$ cat config.mk
export PLATFORM = sky130hd
export DESIGN_NAME = dec_chain_top
export DESIGN_NICKNAME = d
export VERILOG_FILES = /design/src/rtl/dec_pkg.sv /design/src/rtl/dec_cic.sv /design/src/rtl/dec_hb2.sv /design/src/rtl/dec_chain_top.sv
export SDC_FILE = /design/constraint.sdc
export NUM_CORES = 2
export LEC_CHECK = 0
export BUFFER_PORTS_ARGS = -buffer_cell sky130_fd_sc_hd__clkbuf_2
export CAP_MARGIN = 20
export CELL_PAD_IN_SITES_DETAIL_PLACEMENT = 2
export CELL_PAD_IN_SITES_GLOBAL_PLACEMENT = 2
export CORE_MARGIN = 1.5
export CORE_UTILIZATION = 40
export DETAILED_ROUTE_END_ITERATION = 10
export PLACE_DENSITY = 0.75
export SETUP_SLACK_MARGIN = 0.3
export SYNTH_ARGS = -nofsm -noshare
export SYNTH_HDL_FRONTEND = slang
export SYNTH_SLANG_ARGS = --single-unit
$ cat constraint.sdc
create_clock -name clk_i -period 18.8 [get_ports clk_i]
set_input_delay 2.82 -clock clk_i [delete_from_list [all_inputs] [get_ports clk_i]]
set_output_delay 2.82 -clock clk_i [all_outputs]
set_load 0.005 [all_outputs]
$ cat src/rtl/dec_pkg.sv
package dec_pkg;
  // half-band kernel: [-1 0 9 16 9 0 -1] / 32
  localparam int HB_TAPS   = 7;
  localparam int HB_MID    = HB_TAPS / 2;
  localparam int HB_OUTER  = -1;
  localparam int HB_INNER  = 9;
  localparam int HB_CENTER = 16;
  localparam int HB_SHIFT  = 5;
  localparam int HB_GROW   = 6;

  typedef enum logic {PH_EVEN = 1'b0, PH_ODD = 1'b1} hb_phase_e;
endpackage

$ cat src/rtl/dec_cic.sv
module dec_cic #(
  parameter int ORDER = 3,
  parameter int LOG2  = 4,
  parameter int W     = ORDER * LOG2 + 2
) (
  input  logic                clk_i,
  input  logic                rst_ni,
  input  logic                en_i,
  input  logic                bit_i,
  output logic signed [W-1:0] data_o,
  output logic                valid_o
);
  localparam logic signed [W-1:0] GAIN = W'(1 << (ORDER * LOG2));

  logic signed [W-1:0] int_q  [ORDER];
  logic signed [W-1:0] comb_q [ORDER];
  logic signed [W-1:0] diff   [ORDER];
  logic signed [W-1:0] x;
  logic [LOG2-1:0]     cnt_q;

  // +1 / -1 in two's complement
  assign x = {{(W-1){~bit_i}}, 1'b1};

  always_comb begin
    diff[0] = int_q[ORDER-1] - comb_q[0];
    for (int k = 1; k < ORDER; k++) diff[k] = diff[k-1] - comb_q[k];
  end

  always_ff @(posedge clk_i or negedge rst_ni) begin
    if (!rst_ni) begin
      for (int k = 0; k < ORDER; k++) begin
        int_q[k]  <= '0;
        comb_q[k] <= '0;
      end
      cnt_q   <= '0;
      data_o  <= '0;
      valid_o <= 1'b0;
    end else begin
      valid_o <= 1'b0;
      if (en_i) begin
        int_q[0] <= int_q[0] + x;
        for (int k = 1; k < ORDER; k++) int_q[k] <= int_q[k] + int_q[k-1];
        cnt_q <= cnt_q + 1'b1;
        if (&cnt_q) begin
          comb_q[0] <= int_q[ORDER-1];
          for (int k = 1; k < ORDER; k++) comb_q[k] <= diff[k-1];
          data_o  <= diff[ORDER-1];
          valid_o <= 1'b1;
        end
      end
    end
  end

  p_cic_bound_r3: assert property (@(posedge clk_i) disable iff (!rst_ni)
    valid_o |-> (data_o <= GAIN && data_o >= -GAIN));
  p_cic_en_r8: assert property (@(posedge clk_i) disable iff (!rst_ni)
    valid_o |-> $past(en_i));
  p_cic_stall_r8: assert property (@(posedge clk_i) disable iff (!rst_ni)
    !en_i |=> $stable(int_q[ORDER-1]) && $stable(cnt_q));
endmodule

$ cat src/rtl/dec_hb2.sv
module dec_hb2
  import dec_pkg::*;
#(
  parameter int W = 22
) (
  input  logic                clk_i,
  input  logic                rst_ni,
  input  logic                valid_i,
  input  logic signed [W-1:0] data_i,
  output logic                valid_o,
  output logic signed [W-1:0] data_o
);
  localparam int AW = W + HB_GROW;
  localparam logic signed [AW-1:0] C_OUT = AW'(HB_OUTER);
  localparam logic signed [AW-1:0] C_IN  = AW'(HB_INNER);
  localparam logic signed [AW-1:0] C_CEN = AW'(HB_CENTER);
  localparam logic signed [AW-1:0] RND   = AW'(1 << (HB_SHIFT - 1));

  logic signed [W-1:0]  dly_q [HB_TAPS-1];
  logic signed [AW-1:0] win   [HB_TAPS];
  logic signed [AW-1:0] acc;
  hb_phase_e            phase_q;

  always_comb begin
    win[0] = AW'(data_i);
    for (int k = 1; k < HB_TAPS; k++) win[k] = AW'(dly_q[k-1]);
    acc = C_OUT * (win[0] + win[2*HB_MID])
        + C_IN  * (win[HB_MID-1] + win[HB_MID+1])
        + C_CEN * win[HB_MID] + RND;
  end

  always_ff @(posedge clk_i or negedge rst_ni) begin
    if (!rst_ni) begin
      for (int k = 0; k < HB_TAPS-1; k++) dly_q[k] <= '0;
      phase_q <= PH_EVEN;
      valid_o <= 1'b0;
      data_o  <= '0;
    end else begin
      valid_o <= 1'b0;
      if (valid_i) begin
        dly_q[0] <= data_i;
        for (int k = 1; k < HB_TAPS-1; k++) dly_q[k] <= dly_q[k-1];
        phase_q <= (phase_q == PH_EVEN) ? PH_ODD : PH_EVEN;
        if (phase_q == PH_ODD) begin
          data_o  <= W'(acc >>> HB_SHIFT);
          valid_o <= 1'b1;
        end
      end
    end
  end

  p_hb_half_rate_r2: assert property (@(posedge clk_i) disable iff (!rst_ni)
    valid_o |=> !valid_o);
endmodule

$ cat src/rtl/dec_chain_top.sv
module dec_chain_top #(
  parameter int PCM_W     = 20,
  parameter int CIC_ORDER = 3,
  parameter int CIC_LOG2  = 4,
  parameter int HB_STAGES = 3
) (
  input  logic             clk_i,
  input  logic             rst_ni,
  input  logic             bit_en_i,
  input  logic             bit_l_i,
  input  logic             bit_r_i,
  output logic [PCM_W-1:0] pcm_l_o,
  output logic [PCM_W-1:0] pcm_r_o,
  output logic             pcm_valid_o
);
  localparam int CH     = 2;
  localparam int CIC_W  = CIC_ORDER * CIC_LOG2 + 2;
  localparam int MID_W  = PCM_W + 2;
  localparam int PRE_SH = PCM_W - 1 - CIC_ORDER * CIC_LOG2;
  localparam logic signed [MID_W-1:0] PMAX = MID_W'((1 << (PCM_W - 1)) - 1);
  localparam logic signed [MID_W-1:0] PMIN = -PMAX - MID_W'(1);

  logic [CH-1:0]             in_bits;
  logic signed [CIC_W-1:0]   cic_d [CH];
  logic                      cic_v [CH];
  logic signed [MID_W-1:0]   stg_d [CH][HB_STAGES+1];
  logic                      stg_v [CH][HB_STAGES+1];
  logic signed [PCM_W-1:0]   sat_d [CH];

  assign in_bits = {bit_r_i, bit_l_i};

  for (genvar c = 0; c < CH; c++) begin : g_ch
    dec_cic #(.ORDER(CIC_ORDER), .LOG2(CIC_LOG2), .W(CIC_W)) u_cic (
      .clk_i, .rst_ni,
      .en_i   (bit_en_i),
      .bit_i  (in_bits[c]),
      .data_o (cic_d[c]),
      .valid_o(cic_v[c])
    );

    assign stg_d[c][0] = MID_W'(cic_d[c]) <<< PRE_SH;
    assign stg_v[c][0] = cic_v[c];

    for (genvar s = 0; s < HB_STAGES; s++) begin : g_hb
      dec_hb2 #(.W(MID_W)) u_hb (
        .clk_i, .rst_ni,
        .valid_i(stg_v[c][s]),
        .data_i (stg_d[c][s]),
        .valid_o(stg_v[c][s+1]),
        .data_o (stg_d[c][s+1])
      );
    end

    always_comb begin
      if (stg_d[c][HB_STAGES] > PMAX)      sat_d[c] = PCM_W'(PMAX);
      else if (stg_d[c][HB_STAGES] < PMIN) sat_d[c] = PCM_W'(PMIN);
      else                                 sat_d[c] = PCM_W'(stg_d[c][HB_STAGES]);
    end
  end

  always_ff @(posedge clk_i or negedge rst_ni) begin
    if (!rst_ni) begin
      pcm_l_o     <= '0;
      pcm_r_o     <= '0;
      pcm_valid_o <= 1'b0;
    end else begin
      pcm_valid_o <= stg_v[0][HB_STAGES] & stg_v[1][HB_STAGES];
      if (stg_v[0][HB_STAGES] & stg_v[1][HB_STAGES]) begin
        pcm_l_o <= sat_d[0];
        pcm_r_o <= sat_d[1];
      end
    end
  end

  p_strobe_single_r2: assert property (@(posedge clk_i) disable iff (!rst_ni)
    pcm_valid_o |=> !pcm_valid_o);
  p_hold_r7: assert property (@(posedge clk_i) disable iff (!rst_ni)
    !pcm_valid_o |-> $stable(pcm_l_o) && $stable(pcm_r_o));
  p_lockstep_r4: assert property (@(posedge clk_i) disable iff (!rst_ni)
    stg_v[0][HB_STAGES] == stg_v[1][HB_STAGES]);
endmodule

* Word-level counts from Yosys, hierarchy flattened
Cells that the tools add are included.
** Word-level totals
- Logic and storage cells :: 174
- Input bits :: 5
- Bits in registers :: 1087
- Output and inout bits :: 41
** Operators by class
- Multiply operators :: 6
- Magnitude comparators :: 4
- Mux-type cells :: 26
- Reduce and logical (&&, ||, !) cells :: 10
- Bitwise logic cells :: 3
- $add $sub $neg :: 50
** Operator list (count)
- adder 22 x 22 -> 23 bit :: 8
- multiplier 5 x 28 -> 27 bit (first input constant) :: 6
- adder 27 bit :: 6
- adder 27 x 6 -> 27 bit (second input constant) :: 6
- negation 27 bit :: 6
- adder 27 x 26 -> 27 bit :: 4
- adder 21 x 21 -> 22 bit :: 4
- subtractor 14 bit :: 6
- two-way mux 20 bit :: 4
- adder 14 bit :: 4
- adder 27 x 25 -> 27 bit :: 2
- > comparator 22 x 20 -> 1 bit (second input constant) :: 2
- less-than comparator 22 x 20 -> 1 bit (second input constant) :: 2
- adder 14 x 2 -> 14 bit :: 2
- two-way mux 1 bit :: 22
- AND reduction 2 bit :: 6
- AND reduction 5 bit :: 2
- adder 4 x 1 -> 4 bit (second input constant) :: 2
- AND reduction 4 bit :: 2
- NOT 1 bit :: 2
- AND 1 bit :: 1

* Depth between registers and ports, before layout
- Depth after elaboration :: 5
- Gate-level depth with buffers :: 30
- Depth with buffers taken out :: 30

* Cells and area by module
From an unflattened synthesis, not the netlist that was laid out.
** Unflattened totals
- Cell total of the unflattened synthesis :: 7633
- Area total of the unflattened synthesis :: 80721.2 um2
** Modules (own cells, without submodules)
- dec_hb2 at g_ch[1].g_hb[0].u_hb ... :: area an instance 10908.0 um2, cells each 1032, times used 2
- dec_hb2 at g_ch[0].g_hb[0].u_hb ... :: area an instance 10635.2 um2, cells each 981, times used 2
- dec_cic :: area an instance 7034.2 um2, cells each 701, times used 2
- dec_hb2 at g_ch[0].g_hb[2].u_hb :: area an instance 11021.8 um2, cells each 1026, times used 1
- dec_hb2 at g_ch[1].g_hb[2].u_hb :: area an instance 10839.1 um2, cells each 1003, times used 1
- dec_chain_top :: area an instance 1705.4 um2, cells each 176, times used 1

* Worst setup path after synthesis
OpenSTA, ideal clock, no wires.
- Path type :: register to register
- Start :: register g_ch[1].g_hb[0].u_hb.data_o[3]
- End :: register g_ch[1].g_hb[1].u_hb.data_o[21]
- Period minus slack after synthesis :: 6.117 ns
- Arrival :: 6.049 ns
- Cell stages (with the launch flop) :: 29
- Required time :: 18.731 ns
- Setup slack :: 12.683 ns
- Cell sequence :: dfrtp_1 > ha_1 > a21o_1 > a21oi_1 > o21bai_1 > a21oi_1 > o21ai_0 > a21boi_0 > a21oi_1 > a21oi_1 > xor2_1 > ha_1 > inv_1 > fa_1 > fa_1 > inv_1 > ha_1 > ha_1 > and3_1 > nor3b_1 > or3_4 > o2111ai_2 > a311oi_1 > a211o_1 > a21o_1 > a21oi_2 > xnor2_1 > or3_1 > nand3_1
** Between the ends
- Word-level cells in the longest chain between the ends :: 5
** RTL lines
- start, declared :: RTL line dec_hb2.sv:11 : output logic signed [W-1:0] data_o
- start signal, assigned :: RTL line dec_hb2.sv:45 : data_o <= W'(acc >>> HB_SHIFT);
- adder 22 x 22 -> 23 bit :: RTL line dec_hb2.sv:27 : acc = C_OUT * (win[0] + win[2*HB_MID])
- negation 27 bit :: RTL line dec_hb2.sv:27
- adder 27 bit :: RTL line dec_hb2.sv:28 : + C_IN * (win[HB_MID-1] + win[HB_MID+1])
- adder 27 x 26 -> 27 bit :: RTL line dec_hb2.sv:29 : + C_CEN * win[HB_MID] + RND;
- adder 27 x 6 -> 27 bit :: RTL line dec_hb2.sv:29
- end signal, assigned :: RTL line dec_hb2.sv:45
- end, declared :: RTL line dec_hb2.sv:11
Every way passes these cells.
A chain may end at the register's enable or synchronous reset.

* Worst setup path in the final report
- Start :: register g_ch[0].g_hb[1].u_hb.dly_q[46] in the netlist's numbering
- End :: register g_ch[0].g_hb[1].u_hb.data_o[21]
** Between the ends
- Word-level cells in the longest chain between the ends :: 5
** RTL lines
- start, declared :: RTL line dec_hb2.sv:19 : logic signed [W-1:0] dly_q [HB_TAPS-1];
- adder 22 x 22 -> 23 bit :: RTL line dec_hb2.sv:28
- multiplier 5 x 28 -> 27 bit :: RTL line dec_hb2.sv:28
- adder 27 bit :: RTL line dec_hb2.sv:28
- adder 27 x 26 -> 27 bit :: RTL line dec_hb2.sv:29
- adder 27 x 6 -> 27 bit :: RTL line dec_hb2.sv:29
- end signal, assigned :: RTL line dec_hb2.sv:45
- end, declared :: RTL line dec_hb2.sv:11
Every way passes these cells.

==> out/metrics.cfg <==
[pwr]
peakVddDrop_v = 0.000190
p_leak_nw = 38.6
powerDensity_nw_per_um2 = 179
power.total_w = 0.0138

[worst_setup_path]
end_kind = flip-flop
rr_startpoint = g_ch[0].g_hb[1].u_hb.dly_q[46]$_DFFE_PN0P_
critPathMaxStageDelay_ps = 680
required_ps = 19440
path_class = flip-flop to flip-flop
cp_max_fo = 4
worstPathArrival_ps = 7950
reg2reg_to = g_ch[0].g_hb[1].u_hb.data_o[21]$_DFFE_PN0P_
ff2ff_setup_slack_ps = 11490
cp_slowest_cell = o41ai_1
worstRegToRegCells = 28
cp-start-kind = flip-flop

[global_routing]
grt_pass1_vias = 53700
grt_pass1_wl_um = 276000
grt_overflow = 0
grt_max_degree = 168
grt_usage_pct = 19.0
antenna_found_initial = 0

[yosys]
ys_warn_count = 0
synth-simple-area-share_pct = 7.19
syn_area_per_cell_um2 = 10.8
synthTopCellsByArea = dfrtp_1 (38%), ha_1 (14%), mux2_2 (12%)
netlist_instances = 6442
syn-num-nets = 7467
synth_compound_area_share_pct = 10.4
async_reset_ff_share_pct = 100
yosys.area.top_type_share_pct = 38.2
synth_edf_count = 0
synth_top_family_by_area = adder cells
synth_fa_ha_area_share_pct = 21.1
synthMuxAreaShare_pct = 12.3
ys_ff_latch = 1059
yosysTopAreaCell = dfrtp_1
synthesis.area_um2 = 69400
synth_seq_area_share_pct = 38.2
synthXorXnorAreaFrac_pct = 5.90
ys_types = 85
synth_ff_type = dfrtp_1

[timing]
fin_crit_ps = 7310
tns_ps = 0
finalSetupViolations = 0
slew_headroom_pct = 28.1
worst_pin_slew_ps = 1080
clock_skew_ps = 31.2
maxSlewViolCount = 0
rsz0062_at_grt = no
fmax_mhz = 137
final_hold_viol_count = 0
finalCritPeriodShare_pct = 38.9

[drt]
drt_iter0_markers = 1441
antenna_left = 0
vias = 46500
wirelength_um = 162000
remaining_drc_errors = 0
wl_per_cell_um = 18.2
dr.pass1.iters = 4
via_per_inst = 5.22

[job]
max_cap_viol_count = 0

[floorplanning]
initial_core_util_pct = 40.3
dieArea_um2 = 176000
core-area_um2 = 172000
ios = 46
die_x_um = 419
placementRows = 152
die-height_um = 419

[clock_tree]
htree_levels = 4
clock_sinks = 1059
cts_buffer_depth = 3
cts-buffers-inserted = 133
post_cts_resized = 0
insertion_delay_ps = 780
ctsHoldBuffers = 0
cts_tree = yes
cts_setup_buffers = 0
cts_root_buf = clkbuf_16
path_clk_slew_ps = 60

[run_status]
outcome = finished clean

[finish]
num-fill-cells = 17800
final_common_cell = dfrtp_1
regArea_um2 = 26500
area_growth_pct = 10.8
multi_input_area_um2 = 39500
finish.net_count = 7535
drive_gt1_share_pct = 16.6
final_cell_mix = dfrtp_1 (1,053), ha_1 (766), inv_1 (749), mux2_2 (749), nand2_1 (424)

[min_path]
hp-start = g_ch[1].g_hb[0].u_hb.phase_q$_DFFE_PN0P_
hold_class = flip-flop to flip-flop
hold_end = g_ch[1].g_hb[0].u_hb.phase_q$_DFFE_PN0P_
hold_depth = 1

[placed_design]
place_congestion = 0.769
hpwlAfterDp_um = 119000
port_buffers = 45

-- power breakdown --
part / switching [W] / internal [W] / total [W] / leakage (nW)
clock network: 0.00105 / 0.00163 / 0.00267 / 2.22
registers: 0.000287 / 0.00263 / 0.00291 / 14.4
logic: 0.00450 / 0.00370 / 0.00820 / 22.0
total: 0.00584 / 0.00795 / 0.0138 / 38.6
-- Yosys cell counts, drive strengths merged (29+ instances only) --
cell,count
or3,29
dfrtp,1059
nand2b,49
o21a,52
a21oi,295
o21bai,66
clkbuf,134
ha,766
fa,254
and3,30
mux2,749
nor2b,58
o21ai,391
xor2,167
nand2,424
xnor2,298
nor2,237
a211oi,32
nor3,100
nand3,70
a21o,116
inv,750
-- layer usage --
metal,part of all wire (%),global-route usage [%]
met5,0,0
met4,2.0,4.83
met3,2.1,2.56
met2,52,34.8
met1,44,23.3
-- worst max-delay path by stage --
stage	startpoint	to	depth (start not counted)
2_1_floorplan	g_ch[1].g_hb[0].u_hb.data_o[3]$_DFFE_PN0P_	g_ch[1].g_hb[1].u_hb.data_o[21]$_DFFE_PN0P_	28
3_3_place_gp	g_ch[0].g_hb[1].u_hb.dly_q[46]$_DFFE_PN0P_	g_ch[0].g_hb[1].u_hb.data_o[21]$_DFFE_PN0P_	28
3_5_place_dp	g_ch[0].g_hb[1].u_hb.dly_q[46]$_DFFE_PN0P_	g_ch[0].g_hb[1].u_hb.data_o[21]$_DFFE_PN0P_	28
4_1_cts	g_ch[0].g_hb[1].u_hb.dly_q[46]$_DFFE_PN0P_	g_ch[0].g_hb[1].u_hb.data_o[21]$_DFFE_PN0P_	28
5_1_grt	g_ch[0].g_hb[1].u_hb.dly_q[46]$_DFFE_PN0P_	g_ch[0].g_hb[1].u_hb.data_o[21]$_DFFE_PN0P_	28
6_report	g_ch[0].g_hb[1].u_hb.dly_q[46]$_DFFE_PN0P_	g_ch[0].g_hb[1].u_hb.data_o[21]$_DFFE_PN0P_	28
-- cell families after synthesis --
kind of cell | Yosys count
compound gates | 1158
mux | 757
flops | 1059
fa+ha+maj | 1020
xor+xnor | 466
buf+inv | 896
simple gates | 1086
-- through the flow --
step	setup WS (ps)	instance area, um2	utilization, %	cells	hold WS, ps
after floorplan	12680	69400	-	6442	441
after global placement	11900	72200	42.0	8683	455
after CTS	11380	76800	44.7	8922	472
final	11490	76800	44.7	8924	472
after detailed placement	11440	72300	42.0	8684	461
after global routing	11010	76800	44.7	8923	479
-- registers in the layout, summed over array words and instances (netlist names) --
| name | cells |
|---|---|
| g_ch.u_cic.data_o | 28 |
| g_ch.u_cic.valid_o | 2 |
| g_ch.g_hb.u_hb.data_o | 128 |
| pcm_r_o | 20 |
| pcm_l_o | 20 |
| pcm_valid_o | 1 |
| g_ch.u_cic.comb_q | 84 |
| g_ch.g_hb.u_hb.dly_q | 672 |
| g_ch.u_cic.int_q | 84 |
| g_ch.g_hb.u_hb.phase_q | 6 |
| g_ch.g_hb.u_hb.valid_o | 6 |
| g_ch.u_cic.cnt_q | 8 |
-- critical path, delay by kind of cell (launching register included) --
| kind | cells | cell delay (ps) |
|---|---|---|
| compound gates | 11 | 3000 |
| fa+ha+maj | 7 | 2500 |
| simple gates | 3 | 520 |
| xor+xnor | 3 | 510 |
| flops | 1 | 390 |
| buf+inv | 4 | 230 |
-- area by class of cell --
| type | instances | share of cell area [%] |
|---|---|---|
| multi-input cells | 4487 | 51.4 |
| flip-flops and latches | 1059 | 34.5 |
| clock buffers | 190 | 5.02 |
| well taps | 2310 | 3.76 |
| inverters | 751 | 3.67 |
| clock inverters | 48 | 0.923 |
| repair buffers | 78 | 0.707 |
| diodes | 1 | 0.00326 |
Power figures use the tool's default switching activity.
